<file path="src/rtl/wsc_pkg.sv">
package wsc_pkg;
    localparam int DEF_CNT_W  = 16;
    localparam int DEF_PRE_W  = 8;
    localparam int DEF_SLIP_W = 16;
    localparam int NUM_CH     = 2;
    localparam int CH_REF     = 0;
    localparam int CH_BRK     = 1;

    // Per-channel measurement state
    typedef enum logic {
        CH_IDLE  = 1'b0,   // waiting for an arming edge
        CH_ARMED = 1'b1    // counting ticks since the last rising edge
    } ch_state_e;

    // Slip divider state
    typedef enum logic {
        DV_IDLE = 1'b0,
        DV_RUN  = 1'b1
    } dv_state_e;
endpackage

</file>
<file path="src/rtl/wsc_tick_gen.sv">
module wsc_tick_gen #(
    parameter int PRE_W = wsc_pkg::DEF_PRE_W
) (
    input  logic             clk,
    input  logic             rst,
    input  logic [PRE_W-1:0] prescale_div,
    output logic             tick
);
    logic [PRE_W-1:0] div_cnt;

    assign tick = (div_cnt >= prescale_div);

    always_ff @(posedge clk) begin
        if (rst)       div_cnt <= '0;
        else if (tick) div_cnt <= '0;
        else           div_cnt <= div_cnt + 1'b1;
    end
endmodule

</file>
<file path="src/rtl/wsc_channel.sv">
module wsc_channel
    import wsc_pkg::*;
#(
    parameter int CNT_W = DEF_CNT_W
) (
    input  logic             clk,
    input  logic             rst,
    input  logic             tick,
    input  logic             sense_in,
    output logic [CNT_W-1:0] period,
    output logic             valid,
    output logic             cap_stb
);
    localparam logic [CNT_W-1:0] CNT_MAX = '1;

    logic [2:0]       sync_q;   // two synchronizer stages plus edge history
    logic             rise;
    ch_state_e        state;
    logic [CNT_W-1:0] cnt;
    logic [CNT_W:0]   span;
    logic [CNT_W-1:0] span_sat;

    assign rise     = sync_q[1] & ~sync_q[2];
    // the tick in the edge cycle belongs to the closing interval
    assign span     = {1'b0, cnt} + {{CNT_W{1'b0}}, tick};
    assign span_sat = span[CNT_W] ? CNT_MAX : span[CNT_W-1:0];

    always_ff @(posedge clk) begin
        if (rst) sync_q <= '0;
        else     sync_q <= {sync_q[1:0], sense_in};
    end

    always_ff @(posedge clk) begin
        if (rst) begin
            state   <= CH_IDLE;
            cnt     <= '0;
            period  <= '0;
            valid   <= 1'b0;
            cap_stb <= 1'b0;
        end else begin
            cap_stb <= 1'b0;
            if (rise) begin
                cnt   <= '0;
                state <= CH_ARMED;
                if (state == CH_ARMED) begin
                    period  <= span_sat;
                    valid   <= 1'b1;
                    cap_stb <= 1'b1;
                end
            end else if (state == CH_ARMED && tick) begin
                if (cnt == CNT_MAX) begin
                    // stalled wheel: report zero speed and re-arm
                    state  <= CH_IDLE;
                    cnt    <= '0;
                    period <= '0;
                    valid  <= 1'b0;
                end else begin
                    cnt <= cnt + 1'b1;
                end
            end
        end
    end
endmodule

</file>
<file path="src/rtl/wsc_slip_div.sv">
module wsc_slip_div
    import wsc_pkg::*;
#(
    parameter int CNT_W  = DEF_CNT_W,
    parameter int SLIP_W = DEF_SLIP_W
) (
    input  logic              clk,
    input  logic              rst,
    input  logic [CNT_W-1:0]  ref_period,
    input  logic [CNT_W-1:0]  brk_period,
    input  logic              ref_valid,
    input  logic              brk_valid,
    input  logic              new_cap,
    output logic [SLIP_W-1:0] slip,
    output logic              slip_stb
);
    localparam int STEP_W = $clog2(SLIP_W + 1);
    localparam logic [STEP_W-1:0] LAST_STEP = STEP_W'(SLIP_W - 1);

    dv_state_e         state;
    logic              pending;
    logic              sat;
    logic [CNT_W:0]    rem;
    logic [CNT_W-1:0]  dvs;
    logic [SLIP_W-1:0] quo;
    logic [STEP_W-1:0] step;
    logic              both;
    logic [CNT_W:0]    shifted;
    logic              q_bit;
    logic [CNT_W:0]    rem_next;

    assign both     = ref_valid & brk_valid;
    assign shifted  = {rem[CNT_W-1:0], 1'b0};
    assign q_bit    = (shifted >= {1'b0, dvs});
    assign rem_next = q_bit ? (shifted - {1'b0, dvs}) : shifted;

    always_ff @(posedge clk) begin
        if (rst) begin
            state    <= DV_IDLE;
            pending  <= 1'b0;
            sat      <= 1'b0;
            rem      <= '0;
            dvs      <= '0;
            quo      <= '0;
            step     <= '0;
            slip     <= '0;
            slip_stb <= 1'b0;
        end else begin
            slip_stb <= 1'b0;
            pending  <= both & (pending | new_cap);
            case (state)
                DV_IDLE: begin
                    if (both && (pending || new_cap)) begin
                        state   <= DV_RUN;
                        pending <= 1'b0;
                        dvs     <= brk_period;
                        step    <= '0;
                        quo     <= '0;
                        // a reference period of zero means the ratio rounds to one
                        sat     <= (ref_period == '0) && (brk_period != '0);
                        rem     <= (brk_period > ref_period) ?
                                   {1'b0, brk_period - ref_period} : '0;
                    end
                end
                DV_RUN: begin
                    if (!both) begin
                        state   <= DV_IDLE;
                        pending <= 1'b0;
                    end else begin
                        rem  <= rem_next;
                        quo  <= {quo[SLIP_W-2:0], q_bit};
                        step <= step + 1'b1;
                        if (step == LAST_STEP) begin
                            state    <= DV_IDLE;
                            slip_stb <= 1'b1;
                            slip     <= sat ? '1 : {quo[SLIP_W-2:0], q_bit};
                        end
                    end
                end
                default: state <= DV_IDLE;
            endcase
        end
    end
endmodule

</file>
<file path="src/rtl/wheel_slip_capture.sv">
module wheel_slip_capture
    import wsc_pkg::*;
#(
    parameter int CNT_W  = DEF_CNT_W,
    parameter int PRE_W  = DEF_PRE_W,
    parameter int SLIP_W = DEF_SLIP_W
) (
    input  logic              clk,
    input  logic              rst,
    input  logic              ref_in,
    input  logic              brk_in,
    input  logic [PRE_W-1:0]  prescale_div,
    output logic [CNT_W-1:0]  ref_period,
    output logic              ref_valid,
    output logic [CNT_W-1:0]  brk_period,
    output logic              brk_valid,
    output logic [SLIP_W-1:0] slip,
    output logic              slip_stb
);
    logic                tick;
    logic [NUM_CH-1:0]   sense;
    logic [CNT_W-1:0]    ch_period [NUM_CH];
    logic [NUM_CH-1:0]   ch_valid;
    logic [NUM_CH-1:0]   ch_cap;

    assign sense[CH_REF] = ref_in;
    assign sense[CH_BRK] = brk_in;

    wsc_tick_gen #(.PRE_W(PRE_W)) u_tick (
        .clk          (clk),
        .rst          (rst),
        .prescale_div (prescale_div),
        .tick         (tick)
    );

    for (genvar g = 0; g < NUM_CH; g++) begin : g_ch
        wsc_channel #(.CNT_W(CNT_W)) u_ch (
            .clk      (clk),
            .rst      (rst),
            .tick     (tick),
            .sense_in (sense[g]),
            .period   (ch_period[g]),
            .valid    (ch_valid[g]),
            .cap_stb  (ch_cap[g])
        );
    end

    assign ref_period = ch_period[CH_REF];
    assign brk_period = ch_period[CH_BRK];
    assign ref_valid  = ch_valid[CH_REF];
    assign brk_valid  = ch_valid[CH_BRK];

    wsc_slip_div #(.CNT_W(CNT_W), .SLIP_W(SLIP_W)) u_div (
        .clk        (clk),
        .rst        (rst),
        .ref_period (ref_period),
        .brk_period (brk_period),
        .ref_valid  (ref_valid),
        .brk_valid  (brk_valid),
        .new_cap    (|ch_cap),
        .slip       (slip),
        .slip_stb   (slip_stb)
    );
endmodule

</file>
<file path="config.mk">
export PLATFORM = sky130hd
export DESIGN_NAME = wheel_slip_capture
export DESIGN_NICKNAME = d
export VERILOG_FILES = /design/src/rtl/wsc_pkg.sv /design/src/rtl/wsc_tick_gen.sv /design/src/rtl/wsc_channel.sv /design/src/rtl/wsc_slip_div.sv /design/src/rtl/wheel_slip_capture.sv
export SDC_FILE = /design/constraint.sdc
export NUM_CORES = 1
export LEC_CHECK = 0
export BUFFER_PORTS_ARGS = -buffer_cell sky130_fd_sc_hd__clkbuf_2
export CAP_MARGIN = 0
export CORE_MARGIN = 4
export CORE_UTILIZATION = 65
export DETAILED_ROUTE_END_ITERATION = 8
export PLACE_DENSITY = 0.85
export SYNTH_ARGS = -nofsm -noshare
export SYNTH_HDL_FRONTEND = slang
export SYNTH_SLANG_ARGS = --single-unit
</file>
<file path="constraint.sdc">
create_clock -name clk -period 8.2 [get_ports clk]
set_input_delay 0.82 -clock clk [delete_from_list [all_inputs] [get_ports clk]]
set_output_delay 0.82 -clock clk [all_outputs]
set_load 0.02 [all_outputs]
</file>
-- Yosys cells after proc, flatten, opt, wreduce, memory -nomap -nowiden
Cells that the tools add are included.
- register bits after elaboration: 156
- output and inout port bits: 51
- word-level logic and storage cells: 120
- add/sub/neg operators: 8
- $lt $le $gt $ge: 3
- equality and inequality tests: 7
- muxes and demuxes: 44
- bitwise gates (word level): 11
- reduce and logical (&&, ||, !) cells: 25
- operator list (kind ; count):
    two-way mux 16 bit ; 17
    adder 16 x 1 -> 17 bit ; 2
    adder 16 x 1 -> 16 bit (second input constant) ; 2
    equality test 16 bit (second input constant) ; 2
    one-hot mux 16 bit (2 select lines) ; 1
    subtractor 16 bit ; 2
    two-way mux 15 bit ; 2
    one-hot mux 15 bit (2 select lines) ; 1
    two-way mux 1 bit ; 18
    >= comparator 17 x 16 -> 1 bit ; 1
    greater-than comparator 16 bit ; 1
    logical NOT 16 bit ; 1
    nonzero test 16 bit ; 1
    OR reduction 2 bit ; 6
    two-way mux 5 bit ; 2
    one-hot mux 5 bit (2 select lines) ; 1
    AND reduction 3 bit ; 3
    adder 8 x 1 -> 8 bit (second input constant) ; 1
    >= comparator 8 bit ; 1
    AND reduction 2 bit ; 4
    nonzero test 2 bit ; 4
    != test 2 bit (second input constant) ; 3
    NOT 1 bit ; 6
    adder 5 x 1 -> 5 bit (second input constant) ; 1
    8 further kinds ; 15

-- Depth between registers and ports, before layout
- word-level depth: 5
- gate-level depth with buffers: 15
- mapped depth without buffers: 15

-- Modules after synthesis
Synthesis repeated with hierarchy kept, for this count alone.
- cells, all modules: 1094
- area, all modules: 8991.1 sq um
- modules (own cells, without submodules) (module ; times used ; cells an instance ; area an instance (sq um) ; sequential area each (sq um)):
    wsc_slip_div ; 1 ; 612 ; 4734.5 ; 1441.4
    wsc_channel ; 2 ; 211 ; 1858.0 ; 760.7
    wsc_tick_gen ; 1 ; 59 ; 534.3 ; 160.2
    wheel_slip_capture ; 1 ; 1 ; 6.3 ; 0.0

-- Worst setup path after synthesis
Ideal clock, no wire load.
- kind: input -> register
- start: input prescale_div[0]
- end: register g_ch[0].u_ch.period[9]
- setup time: 0.114 ns
- arrival: 3.079 ns
- data required time: 8.086 ns
- setup slack: 5.007 ns
- stages: 14
- buffers on the path: 0
- path through: ha_1 nand2b_1 a21o_1 a21oi_1 o31a_1 o21bai_1 ha_1 and3_1 nand3_1 or2_2 nor2_1 xnor2_1 a21oi_1 a21o_1
- cells in the longest elaborated chain, start to end: 5
- elaborated cells between the ends (all ways): 8
- those cells by class: add/sub: 1; order compare: 1; mux: 3; reduce/logical: 3
- RTL lines (item ; line ; text):
    start: declaration ; wheel_slip_capture.sv:12 ; input logic [PRE_W-1:0] prescale_div,
    >= comparator 8 bit * ; wsc_tick_gen.sv:11 ; assign tick = (div_cnt >= prescale_div);
    adder 16 x 1 -> 17 bit ; wsc_channel.sv:25 ; assign span = {1'b0, cnt} + {{CNT_W{1'b0}}, tick};
    two-way mux 16 bit ; wsc_channel.sv:26 ; assign span_sat = span[CNT_W] ? CNT_MAX : span[CNT_W-1:0];
    two-way mux 16 bit ; wsc_channel.sv:45 ; if (state == CH_ARMED) begin
    two-way mux 16 bit ; wsc_channel.sv:42 ; if (rise) begin
    end signal: assignment ; wsc_channel.sv:46 ; period <= span_sat;
    end: declaration ; wsc_channel.sv:10 ; output logic [CNT_W-1:0] period,
Mark *: on every way between the ends. The rest lies on a longest branch, timed or not. The select of a mux whose other input is x is not followed.
A chain may end at the register's enable or synchronous reset.

-- Worst setup path in the final report
- start: register u_tick.div_cnt[0]
- end: register g_ch[1].u_ch.period[15]
- cells in the longest elaborated chain, start to end: 5
- elaborated cells between the ends (all ways): 8
- those cells by class: add/sub: 1; order compare: 1; mux: 3; reduce/logical: 3
- RTL lines (item ; line ; text):
    start: declaration ; wsc_tick_gen.sv:9 ; logic [PRE_W-1:0] div_cnt;
    start signal: assignment ; wsc_tick_gen.sv:16 ; else div_cnt <= div_cnt + 1'b1;
    >= comparator 8 bit * ; wsc_tick_gen.sv:11 ;
    adder 16 x 1 -> 17 bit ; wsc_channel.sv:25 ;
    two-way mux 16 bit ; wsc_channel.sv:26 ;
    two-way mux 16 bit ; wsc_channel.sv:45 ;
    two-way mux 16 bit ; wsc_channel.sv:42 ;
    end signal: assignment ; wsc_channel.sv:46 ;
    end: declaration ; wsc_channel.sv:10 ;
Marks and branches as above.

==> metrics.csv <==
metric;value;unit
largest stage delay on the critical path;0.44;ns
placed cells;1190;
Top-Level Pins;63;
Reg2Reg Depth;14;
Worst R2R End;g_ch[1].u_ch.period[15];
DRC Markers;0;
PostCTS Resize Cnt;0;
drt total wl;19600;microns
CP Data Arrival Time;3.81;ns
fin crit period;3.43;ns
Fillers;952;
CP max FO;10;
Final Cycle Share;0.418;
port bufs;62;
max-cap violation count;0;
leading cell type in the layout, fill and taps excluded;dfxtp_1;
post-place setup slack;4.43;ns
#FFs+latches synth;156;
dpl hpwl;13800;microns
R2R setup slack;4.77;ns
synthesized cell area;8250;sq um
async set-reset flop share out of synthesis;0;
drt pass-1 iters;7;
crit-path most repeated cell;ha_1;
PwrDens;174;nW/um^2
clk_lat worst skew;0.43;ns
design area;9250;sq um
Longest Clk Path Bufs;2;
root buf cell;clkbuf_16;
Worst-path clk slew;0.07;ns
gr ovfl total;0;
hold_buf cts;0;
cell count after synthesis;1000;
Critical-path top delay cell;dfxtp_1;
worst slew pin tran;1.14;ns
Post-Synth Simple-Gate Area;0.213;
Net Count, Synth;1063;
main combinational cell family by area after synthesis;simple AND/OR/NAND/NOR gates;
die height;121;microns
setup bufs post-CTS;0;
Synth Area in Adders;0.0791;
final setup fails;0;
GRT Total Usage;0.279;
TritonCTS clock tree;yes;
mux share of post-synthesis cell area;0.0171;
layout cells sized above 1;0.108;
post-synthesis xor/xnor area fraction;0.0838;
core area;12200;sq um
Final GP Congestion;0.938;
EDFF count, synth;0;
Unique masters post-synth;55;
r2r startpoint;u_tick.div_cnt[0];
outcome;completed;
Initial DRC Count;677;
Placed Instance Area;8620;sq um
Required @ worst endpoint;8.58;ns
Worst setup EP type;register;
initial core utilization;0.676;
compound-cell area share of the yosys netlist;0.179;
Setup TNS;0;ns
Max VDD drop;0.215;mV
RSZ-0062 raised after global routing;false;
initial antenna violation count;0;
share of the yosys chip area belonging to registers;0.378;
most frequent cells in the layout;dfxtp_1, nor2_1, nand2_1, a21oi_1, clkbuf_2;
Startpoint Class;register;
worst hold path class;register to register;
largest net degree at the start of global routing;77;
first-pass GRT wire length;33200;microns
kind of critical path;register to register;
Via density;5.94;
syn avg cell area;8.25;sq um
fin cells;1222;
Main synth FF type;dfxtp_1;
hold path start;g_ch[0].u_ch.sync_q[0];
Routed Antenna Nets;0;
Max Clock Freq;292;MHz
Final Hold Vio Count;0;
Die X;121;microns
layout net count;1104;
hold depth;1;
Vias;7260;
Die ar.;14600;sq um
Worst Skew;0.0155;ns
Warnings, synthesis;0;
vias in the first global route;6894;
Avg WL per Cell;16.1;microns
Hold Path End;g_ch[0].u_ch.sync_q[1];
clk sinks;156;
Rel. slew slack;0.233;
setup ws final;4.77;ns
Diodes inserted;0;
delay-heaviest family, CP;compound AO/OA/AOI/OAI gates;
P&R area growth vs syn;12.0;%
std cell rows;40;
TritonCTS Buffers;17;
htree depth;4;
Leak;3.87;nW
Crit path buffers/inverters;1;
Slew Limit Fails;0;
cells along the critical path;inv_1 > ha_1 > nand2b_1 > a21o_1 > a21oi_1 > o31a_1 > o21bai_1 > ha_1 > ha_1 > nand2_1 > nor2_1 > nand2_1 > a21oi_1 > a21o_1;
synthesized netlist by cell type, types with 2 or more instances:
master | n | area, sq um
a211oi_1 | 11 | 82.6
a21o_1 | 29 | 218
a21oi_1 | 80 | 400
a221oi_1 | 10 | 87.6
a22o_1 | 19 | 166
a22oi_1 | 7 | 52.6
a311oi_1 | 3 | 26.3
a31oi_1 | 4 | 25.0
a41oi_1 | 2 | 17.5
and2_1 | 6 | 37.5
and3_1 | 18 | 113
and4_1 | 3 | 26.3
buf_1 | 5 | 18.8
buf_2 | 4 | 20.0
buf_6 | 2 | 22.5
clkbuf_1 | 32 | 120
dfxtp_1 | 156 | 3120
fa_1 | 2 | 40.0
ha_1 | 49 | 613
inv_1 | 61 | 229
mux2_1 | 3 | 33.8
mux2_2 | 6 | 67.6
mux2i_1 | 4 | 40.0
nand2_1 | 84 | 315
nand2b_1 | 10 | 62.6
nand3_1 | 40 | 200
nand3b_1 | 2 | 15.0
nand4_1 | 15 | 93.8
nor2_1 | 118 | 443
nor2b_1 | 11 | 68.8
nor3_1 | 48 | 240
nor4_1 | 10 | 62.6
o211a_1 | 2 | 20.0
o21a_1 | 5 | 37.5
o21ai_0 | 19 | 95.1
o21ai_1 | 3 | 15.0
o22ai_1 | 2 | 12.5
o2bb2ai_1 | 7 | 61.3
o31a_1 | 5 | 43.8
o31ai_1 | 4 | 30.0
or2_2 | 4 | 25.0
or3_1 | 5 | 31.3
xnor2_1 | 28 | 245
xor2_1 | 51 | 447
per-stage QoR:
step | power [mW] | hold WS [ns] | utilization
floorplan | 0.804 | 0.414 | -
finish | 1.61 | 0.443 | 0.757
global placement | 0.812 | 0.417 | 0.706
global route | 1.66 | 0.460 | 0.757
CTS | 1.62 | 0.445 | 0.757
detailed placement | 0.813 | 0.430 | 0.706
cells by family after synthesis:
kind of cell,after synthesis
AND/OR/NAND/NOR,376
AO/OA/AOI/OAI,221
flip-flops,156
buffers and inverters,104
XOR/XNOR,79
adder cells (fa/ha/maj),51
multiplexers,13
flip-flops by register name, summed over array words and instances, names as in the netlist, 2 cells and up:
register           count
g_ch.u_ch.period      32
g_ch.u_ch.sync_q       6
g_ch.u_ch.cnt         32
u_div.quo             15
g_ch.u_ch.cap_stb      2
u_div.slip            16
u_div.rem             16
g_ch.u_ch.state        2
u_div.dvs             16
u_div.step             5
u_tick.div_cnt         8
g_ch.u_ch.valid        2
power breakdown:
group	switching (mW)	total (mW)	internal [mW]
Combinational	0.0213	0.0311	0.00982
Clock	0.352	0.817	0.465
Sequential	0.00353	0.764	0.761
area by class of cell:
class | count | area, sq um | share of cell area
Tap cell | 168 | 210 | 0.0227
Clock buffer | 17 | 425 | 0.0460
Timing Repair Buffer | 65 | 333 | 0.0360
Sequential cell | 156 | 3120 | 0.338
Multi-Input combinational cell | 740 | 4730 | 0.511
Clock inverter | 15 | 199 | 0.0215
Inverter | 61 | 229 | 0.0248
how the worst max path moves through the flow:
stage,startpoint,to,slack (ns),cells past startpoint
detailed placement,prescale_div[0],g_ch[1].u_ch.period[15],4.43,14
global route,u_tick.div_cnt[0],g_ch[1].u_ch.period[15],4.47,14
global placement,prescale_div[0],g_ch[1].u_ch.period[7],4.63,14
CTS,u_tick.div_cnt[0],g_ch[1].u_ch.period[15],4.77,14
floorplan,prescale_div[0],g_ch[0].u_ch.period[9],5.01,14
finish,u_tick.div_cnt[0],g_ch[1].u_ch.period[15],4.77,14
layer usage:
metal | vias up | wire length [microns] | GRT usage | share of wire
met5 | - | 0 | 0 | 0
met4 | 0 | 658 | 0.114 | 0.034
met3 | 60 | 1180 | 0.0561 | 0.060
met2 | 243 | 9140 | 0.455 | 0.47
met1 | 3359 | 8650 | 0.363 | 0.44
li1 | 3598 | - | - | -
worst register-to-register path: stages (launching register included):
cell and delay, ns:
dfxtp_1 0.44, inv_1 0.08, ha_1 0.28, nand2b_1 0.10, a21o_1 0.11, a21oi_1 0.06, o31a_1 0.32, o21bai_1 0.34
ha_1 0.25, ha_1 0.23, nand2_1 0.12, nor2_1 0.35, nand2_1 0.34, a21oi_1 0.25, a21o_1 0.11
No activity file was read; power rests on OpenSTA's default activity.
